File: config.mk
export PLATFORM = sky130hd
export DESIGN_NAME = gpio_drive_ctrl
export DESIGN_NICKNAME = d
export VERILOG_FILES = /design/src/rtl/gpio_drv_pkg.sv /design/src/rtl/gpio_sync.sv /design/src/rtl/gpio_cfg_regs.sv /design/src/rtl/gpio_pin_drive.sv /design/src/rtl/gpio_drive_ctrl.sv
export SDC_FILE = /design/constraint.sdc
export NUM_CORES = 1
export LEC_CHECK = 0
export ABC_AREA = 0
export BUFFER_PORTS_ARGS = -buffer_cell sky130_fd_sc_hd__buf_2
export CAP_MARGIN = 20
export CORE_ASPECT_RATIO = 2
export CORE_MARGIN = 4
export CORE_UTILIZATION = 47
export CTS_CLUSTER_DIAMETER = 30
export DETAILED_ROUTE_END_ITERATION = 16
export GPL_TIMING_DRIVEN = 0
export PLACE_DENSITY = 0.84
export SETUP_SLACK_MARGIN = 0.2
export SYNTH_ARGS = -nofsm -noshare
export SYNTH_HDL_FRONTEND = slang
export SYNTH_SLANG_ARGS = --single-unit
File: constraint.sdc
create_clock -name clk -period 1.44 [get_ports clk]
set_clock_uncertainty 0.15 [all_clocks]
set_input_delay 0.072 -clock clk [delete_from_list [all_inputs] [get_ports clk]]
set_output_delay 0.072 -clock clk [all_outputs]
set_load 0.01 [all_outputs]
File: src/rtl/gpio_drv_pkg.sv
package gpio_drv_pkg;

  typedef enum logic [1:0] {
    MODE_QUASI    = 2'b00,
    MODE_PUSHPULL = 2'b01,
    MODE_HIZ      = 2'b10,
    MODE_OPENDR   = 2'b11
  } pin_mode_e;

  typedef enum logic [1:0] {
    SEL_LATCH   = 2'd0,
    SEL_MODE_HI = 2'd1,
    SEL_MODE_LO = 2'd2,
    SEL_NONE    = 2'd3
  } reg_sel_e;

  typedef struct packed {
    logic pull_dn;
    logic strong_up;
    logic weak_up;
    logic vweak_up;
  } drive_t;

  // Applies the per-pin restrictions to the raw mode bits.
  function automatic pin_mode_e resolve_mode(input logic m_hi, input logic m_lo,
                                             input logic hiz_only, input logic od_only);
    logic [1:0] code;
    code = {m_hi | od_only, m_lo};
    if (hiz_only) code = MODE_HIZ;
    return pin_mode_e'(code);
  endfunction

endpackage

File: src/rtl/gpio_sync.sv
module gpio_sync #(
  parameter int WIDTH  = 8,
  parameter int STAGES = 2
) (
  input  logic             clk,
  input  logic             rst_n,
  input  logic [WIDTH-1:0] din,
  output logic [WIDTH-1:0] dout
);

  logic [STAGES-1:0][WIDTH-1:0] stage_q;
  logic [STAGES-1:0][WIDTH-1:0] stage_d;

  always_comb begin
    stage_d[0] = din;
    for (int s = 1; s < STAGES; s++) stage_d[s] = stage_q[s-1];
  end

  always_ff @(posedge clk or negedge rst_n) begin
    if (!rst_n) stage_q <= '0;
    else        stage_q <= stage_d;
  end

  assign dout = stage_q[STAGES-1];

endmodule

File: src/rtl/gpio_cfg_regs.sv
module gpio_cfg_regs
  import gpio_drv_pkg::*;
#(
  parameter int NUM_PINS = 8
) (
  input  logic                clk,
  input  logic                rst_n,
  input  logic                wr_en,
  input  logic [1:0]          wr_sel,
  input  logic [NUM_PINS-1:0] wr_data,
  output logic [NUM_PINS-1:0] latch_q,
  output logic [NUM_PINS-1:0] mode_hi_q,
  output logic [NUM_PINS-1:0] mode_lo_q,
  output logic [NUM_PINS-1:0] latch_d,
  output logic [NUM_PINS-1:0] mode_hi_d,
  output logic [NUM_PINS-1:0] mode_lo_d
);

  logic wr_latch, wr_hi, wr_lo;

  always_comb begin
    wr_latch  = wr_en && (wr_sel == SEL_LATCH);
    wr_hi     = wr_en && (wr_sel == SEL_MODE_HI);
    wr_lo     = wr_en && (wr_sel == SEL_MODE_LO);
    latch_d   = wr_latch ? wr_data : latch_q;
    mode_hi_d = wr_hi    ? wr_data : mode_hi_q;
    mode_lo_d = wr_lo    ? wr_data : mode_lo_q;
  end

  always_ff @(posedge clk or negedge rst_n) begin
    if (!rst_n) begin
      latch_q   <= '1;
      mode_hi_q <= '1;
      mode_lo_q <= '0;
    end else begin
      latch_q   <= latch_d;
      mode_hi_q <= mode_hi_d;
      mode_lo_q <= mode_lo_d;
    end
  end

endmodule

File: src/rtl/gpio_pin_drive.sv
module gpio_pin_drive
  import gpio_drv_pkg::*;
#(
  parameter int   PULSE_LEN = 2,
  parameter logic HIZ_ONLY  = 1'b0,
  parameter logic OD_ONLY   = 1'b0
) (
  input  logic      clk,
  input  logic      rst_n,
  input  logic      latch_q,
  input  logic      latch_d,
  input  logic      mode_hi_q,
  input  logic      mode_lo_q,
  input  logic      mode_hi_d,
  input  logic      mode_lo_d,
  input  logic      pin_sync,
  output drive_t    drive,
  output pin_mode_e mode
);

  localparam int CNT_W = $clog2(PULSE_LEN + 1);
  localparam logic [CNT_W-1:0] CNT_LOAD = CNT_W'(PULSE_LEN);

  pin_mode_e       mode_nxt;
  logic [CNT_W-1:0] cnt_q, cnt_d;
  logic            rise;

  always_comb begin
    mode     = resolve_mode(mode_hi_q, mode_lo_q, HIZ_ONLY, OD_ONLY);
    mode_nxt = resolve_mode(mode_hi_d, mode_lo_d, HIZ_ONLY, OD_ONLY);
    rise     = latch_d && !latch_q;
  end

  // Strong pull-up burst counter
  always_comb begin
    if (!latch_d || mode_nxt != MODE_QUASI) cnt_d = '0;
    else if (rise)                           cnt_d = CNT_LOAD;
    else if (cnt_q != '0)                    cnt_d = cnt_q - 1'b1;
    else                                     cnt_d = cnt_q;
  end

  always_ff @(posedge clk or negedge rst_n) begin
    if (!rst_n) cnt_q <= '0;
    else        cnt_q <= cnt_d;
  end

  always_comb begin
    drive = '0;
    unique case (mode)
      MODE_QUASI: begin
        drive.pull_dn   = !latch_q;
        drive.vweak_up  = latch_q;
        drive.weak_up   = latch_q && pin_sync;
        drive.strong_up = (cnt_q != '0);
      end
      MODE_PUSHPULL: begin
        drive.pull_dn   = !latch_q;
        drive.strong_up = latch_q;
      end
      MODE_OPENDR: drive.pull_dn = !latch_q;
      default:     drive = '0;
    endcase
  end

endmodule

File: src/rtl/gpio_drive_ctrl.sv
module gpio_drive_ctrl
  import gpio_drv_pkg::*;
#(
  parameter int                  NUM_PINS      = 8,
  parameter int                  SYNC_STAGES   = 2,
  parameter int                  PULSE_LEN     = 2,
  parameter logic [NUM_PINS-1:0] HIZ_ONLY_MASK = 8'h20,
  parameter logic [NUM_PINS-1:0] OD_ONLY_MASK  = 8'h0C
) (
  input  logic                clk,
  input  logic                rst_n,
  input  logic                wr_en,
  input  logic [1:0]          wr_sel,
  input  logic [NUM_PINS-1:0] wr_data,
  input  logic [NUM_PINS-1:0] pin_in,
  output logic [NUM_PINS-1:0] pull_dn_en,
  output logic [NUM_PINS-1:0] strong_up_en,
  output logic [NUM_PINS-1:0] weak_up_en,
  output logic [NUM_PINS-1:0] vweak_up_en,
  output logic [NUM_PINS-1:0] pin_rd
);

  logic [NUM_PINS-1:0]   latch_q, latch_d, hi_q, hi_d, lo_q, lo_d;
  logic [NUM_PINS-1:0]   pin_sync;
  logic [2*NUM_PINS-1:0] eff_mode;

  gpio_cfg_regs #(.NUM_PINS(NUM_PINS)) u_regs (
    .clk(clk), .rst_n(rst_n), .wr_en(wr_en), .wr_sel(wr_sel), .wr_data(wr_data),
    .latch_q(latch_q), .mode_hi_q(hi_q), .mode_lo_q(lo_q),
    .latch_d(latch_d), .mode_hi_d(hi_d), .mode_lo_d(lo_d)
  );

  gpio_sync #(.WIDTH(NUM_PINS), .STAGES(SYNC_STAGES)) u_sync (
    .clk(clk), .rst_n(rst_n), .din(pin_in), .dout(pin_sync)
  );

  for (genvar p = 0; p < NUM_PINS; p++) begin : g_pin
    drive_t    drv;
    pin_mode_e pm;
    gpio_pin_drive #(
      .PULSE_LEN(PULSE_LEN),
      .HIZ_ONLY(HIZ_ONLY_MASK[p]),
      .OD_ONLY(OD_ONLY_MASK[p])
    ) u_drv (
      .clk(clk), .rst_n(rst_n),
      .latch_q(latch_q[p]), .latch_d(latch_d[p]),
      .mode_hi_q(hi_q[p]), .mode_lo_q(lo_q[p]),
      .mode_hi_d(hi_d[p]), .mode_lo_d(lo_d[p]),
      .pin_sync(pin_sync[p]), .drive(drv), .mode(pm)
    );
    assign pull_dn_en[p]       = drv.pull_dn;
    assign strong_up_en[p]     = drv.strong_up;
    assign weak_up_en[p]       = drv.weak_up;
    assign vweak_up_en[p]      = drv.vweak_up;
    assign eff_mode[2*p +: 2]  = pm;
  end

  assign pin_rd = pin_sync;

endmodule

== Yosys cells after proc, flatten, opt, wreduce, memory -nomap -nowiden ==
Cells that the tools add are included.
W data, S select, Z words.

* Register bits: 50
* Input bits: 21
* Output and inout bits: 40
* Word-level logic and storage cells: 129

* $add $sub $neg: 5
* Equal/unequal tests: 12
* Mux-type cells: 37
* Reduce and logical (&&, ||, !) cells: 62

{| class="wikitable"
|+ Operators with widths
! cell !! number
|-
| $mux W2 || 22
|-
| $mux W8 || 3
|-
| $reduce_bool A2 Y1 || 10
|-
| $logic_not A2 Y1 || 8
|-
| $logic_and A1 B1 Y1 || 15
|-
| $reduce_bool A3 Y1 || 5
|-
| $reduce_or A3 Y1 || 5
|-
| $eq A2 B1 Y1 const B || 6
|-
| $eq A2 B2 Y1 const B || 6
|-
| $logic_not A1 Y1 || 12
|-
| $pmux W1 S2 || 5
|-
| $sub A2 B1 Y2 const B || 5
|-
| $mux W1 || 7
|-
| $logic_or A1 B1 Y1 || 5
|-
| $reduce_or A2 Y1 || 2
|}

== Logic depth before layout (Yosys ltp) ==
* Depth in word-level cells: 6
* Mapped depth: 6
* Mapped depth without buffers: 6

== Hierarchy ==
From an unflattened synthesis, not the netlist that was laid out.

* Cells, all modules: 196
* Area total of the unflattened synthesis: 2366.0 µm²

{| class="wikitable"
|+ By module, submodules not included
! module !! times used !! cells each !! area an instance (µm²)
|-
| gpio_cfg_regs || 1 || 51 || 932.1
|-
| gpio_pin_drive at g_pin[0].u_drv ... || 5 || 21 || 172.7
|-
| gpio_sync || 1 || 16 || 400.4
|-
| gpio_pin_drive at g_pin[2].u_drv ... || 2 || 8 || 58.8
|-
| gpio_pin_drive at g_pin[5].u_drv || 1 || 8 || 52.6
|}

== Worst setup path after synthesis ==
Ideal clock, no wire load.

* Path type: register -> output
* Start: register u_regs.latch_q[1]
* End: output port weak_up_en[1]
* Data arrival time: 1.135 ns
* Data required time: 1.218 ns
* Slack: 0.083 ns
* Stages on the path, launching flop included: 3
* Path through: dfstp_2 nor3b_1 and2_1

* Longest elaborated chain between the ends: 2

{| class="wikitable"
|+ Ends and longest elaborated chain
! element !! RTL line !! text
|-
| start: declaration || gpio_cfg_regs.sv:11 || <nowiki>output logic [NUM_PINS-1:0] latch_q,</nowiki>
|-
| start signal: assignment || gpio_cfg_regs.sv:36 || <nowiki>latch_q <= latch_d;</nowiki>
|-
| $logic_and A1 B1 Y1 || gpio_pin_drive.sv:53 || <nowiki>drive.weak_up = latch_q && pin_sync;</nowiki>
|-
| $mux W2 || gpio_pin_drive.sv:49 || <nowiki>unique case (mode)</nowiki>
|-
| end: declaration || gpio_drive_ctrl.sv:18 || <nowiki>output logic [NUM_PINS-1:0] weak_up_en,</nowiki>
|}

Every way passes these cells.

== Final worst setup path ==
* Start: register u_regs.latch_q[7]
* End: output port strong_up_en[7]

* Longest elaborated chain between the ends: 1

{| class="wikitable"
|+ Ends and longest elaborated chain
! element !! RTL line !! text
|-
| $pmux W1 S2 || gpio_pin_drive.sv:49 ||
|-
| end: declaration || gpio_drive_ctrl.sv:17 || <nowiki>output logic [NUM_PINS-1:0] strong_up_en,</nowiki>
|}

Every way passes these cells.

==> results by group <==
Global route
  – Met1 usage: a little under a fifth
  – Met2 Use GR: around a third
  – M3 GR Usage: 3.52%
  – Pin count of the biggest net entering global routing: 46
  – GRT Util Overall: 18.2%
  – Vias in the first global route: 1,964
  – Congestion Overflow GR: 0
  – Initial antenna violation count: 0
  – Most Crowded Layer GR: met2
  – First-pass GRT wire length: 8690 um

Clock network
  – Clk buf depth: 2
  – Clk sink count: 45
  – TritonCTS clock tree: yes
  – Clock slew at reported path FFs: 90 ps
  – Clock Root Buffer: clkbuf_8
  – CTS H-tree depth: 2
  – # hold bufs at CTS: 15
  – Total CTS buffers: 5
  – Clk_lat worst skew: 300 ps

Timing
  – Tmin final: 1530 ps
  – Pins Over Slew Limit: 0
  – RSZ-0062 raised after global routing: true
  – Slew @ Worst Pin: 964 ps
  – Fin. Hold Viols: 38
  – Fin crit share: 106%
  – TNS Setup: -483 ps
  – Final worst slack: -87.9 ps
  – Max Freq: 0.654 GHz
  – Max-slew headroom at the worst pin: 35.7%
  – Final setup violation count: 10
  – WHS: -234 ps

Worst setup path
  – Critical path class: flop to output port
  – Largest stage delay on the critical path: 590 ps
  – Worst-path fanout max: 4
  – Worst EP required: 1220 ps
  – R2R setup slack: 0 ps
  – Slowest CP cell: dfstp_2
  – Worst Path Arrival: roughly 1300 ps
  – Crit end category: output port
  – Worst path cell trace: buf_6, a21oi_2, nor2_1, buf_2
  – Kind of start point of the critical path: flop

Die
  – Die height: 106 um
  – Io pins: 61
  – Core Area: 4640 sq um
  – Starting Density: about 49%
  – Die Wd: about 57 um
  – Die area: 6040 sq um
  – # rows: 35

Synthesis
  – Syn Inst Count: approximately 210
  – EDFF count, synth: 0
  – Avg Inst Size Synth: 10.9 sq um
  – Register area share after synthesis: 50.6%
  – Count of state elements after synthesis: 45
  – Yosys warns: 0
  – Synth Flop Type: dfrtp_1
  – Yosys cell types: 40
  – Mapped cell area: 2250 sq um
  – FFs w/ async S/R, synth: 100%

Place
  – PortBufs: between 40 and 50
  – Dpl hpwl: about 3200 um
  – Gpl congestion: 0.704

Detailed routing
  – Routed Antenna Nets: 0
  – Detailed Routing Iterations Pass 1: 4
  – DRT iter0 DRCs: 21
  – DRC: 0
  – Via Count: 1,853
  – Final wirelength: between 5000 and 6000 um
  – Vias per cell: 4.94
  – Routed len/inst: roughly 14 um

Hold path
  – Hold Path Class: primary input to asynchronous set/reset pin

Run status
  – Failing checks: negative hold slack, negative setup slack
  – Outcome: finished, violations left

Flow run
  – Max cap viols: 0

Layout
  – N_diodes: 0
  – Most frequent cells in the layout: buf_2, buf_4, dfrtp_1
  – Nets: around 350
  – Syn-to-layout area delta: 53.2%
  – Commonest non-fill, non-tap cell in the layout: buf_2
  – Layout cells sized above 1: 59.7%

Pwr
  – Tot Pwr: roughly 3.8 mW
  – Peak VDD IR: 0.937 mV
  – Power Density: 1090 nW/um^2
  – Leak: approximately 1.6 nW
## Yosys cell counts, types with 4 or more instances
cell	instances	area share, %
inv_1	19	3.2
buf_4	20	6.7
nand2b_1	4	1.1
and2_1	5	1.4
dfrtp_1	33	37
mux2_2	9	4.5
mux2i_1	4	1.8
ha_1	5	2.8
mux2_1	6	3.0
nor3b_1	4	1.3
nand2_1	9	1.5
a21oi_1	16	3.6
dfstp_2	12	14
nor2_1	18	3.0
## cells by family after synthesis
kind of cell / share of synthesized area (%)
and+or+nand+nor: 15.4
buffers and inverters: 10.5
adders and majority gates: 2.77
other: 0.166
DFF: 50.6
xor gates and xnor gates: 1.94
AOI/OAI and AO/OA: 9.32
muxes: 9.27
## worst paths after layout
check | start | to | cells past startpoint
hold reg to reg | u_sync.stage_d[14] | u_sync.dout[6] | 0
max in group asynchronous | rst_n | u_regs.mode_lo_q[6] | 1
hold / removal | rst_n | u_sync.stage_d[12] | 1
setup reg to reg | u_regs.latch_q[7] | g_pin[7].u_drv.cnt_q[0] | 4
setup / recovery | u_regs.latch_q[7] | strong_up_en[7] | 4
min in group clk | wr_en | g_pin[6].u_drv.cnt_q[0] | 3
## power by group
part           switching (mW)  total [mW]  internal (mW)
combinational           0.526        1.19          0.664
sequential              0.151        1.60           1.45
clock                   0.445       0.964          0.519
## flip-flops by register name, summed over array words and instances, names as in the netlist
signal             flops
u_regs.mode_lo_q       7
u_regs.mode_hi_q       5
u_regs.latch_q         7
g_pin.u_drv.cnt_q     10
u_sync.stage_d         8
u_sync.dout            8
## critical path: cells and delay by family (launching register included)
kind / cells / cell delay [ps]
flops: 1 / 590
buf+inv: 2 / 270
simple gates: 1 / 100
compound gates: 1 / 50
## routing by layer
metal  part of all wire [%]  wire [um]  vias to the layer above
met5                      0          0                        -
met4                    2.2        120                        0
met3                    3.8        204                       12
met2                     61       3270                       47
met1                     33       1790                      904
li1                       -          -                      890
## area by class of cell
cell class | count | area [sq um]
Sequential cell | 45 | 1140
Timing Repair Buffer | 96 | 724
Fill cell | 327 | 1190
Multi-Input combinational cell | 130 | 1160
Inverter | 19 | 71.3
Clock inverter | 3 | 46.3
Clock buffer | 5 | 68.8
Buffer | 22 | 169
Tap cell | 55 | 68.8
## stage by stage
step           util, %  hold slack (ps)  instances  area [sq um]  setup slack [ps]
2_1_floorplan        -             -374        216          2310               207
3_3_place_gp      56.3             30.5        318          2610              79.5
3_5_place_dp      56.3             31.6        318          2610              27.7
4_1_cts           70.8             -200        368          3290             -74.4
5_1_grt           74.4             -153        375          3450              -168
6_report          74.4             -234        375          3450             -87.9
## timing repair
item                       CTS  global route
gates cloned                 0             0
hold endpoints to repair    63            38
pin swaps                   28            14
setup endpoints to repair   27            32
gates resized for setup     52            28
buffers inserted            27             7
Power figures use the tool's default switching activity.
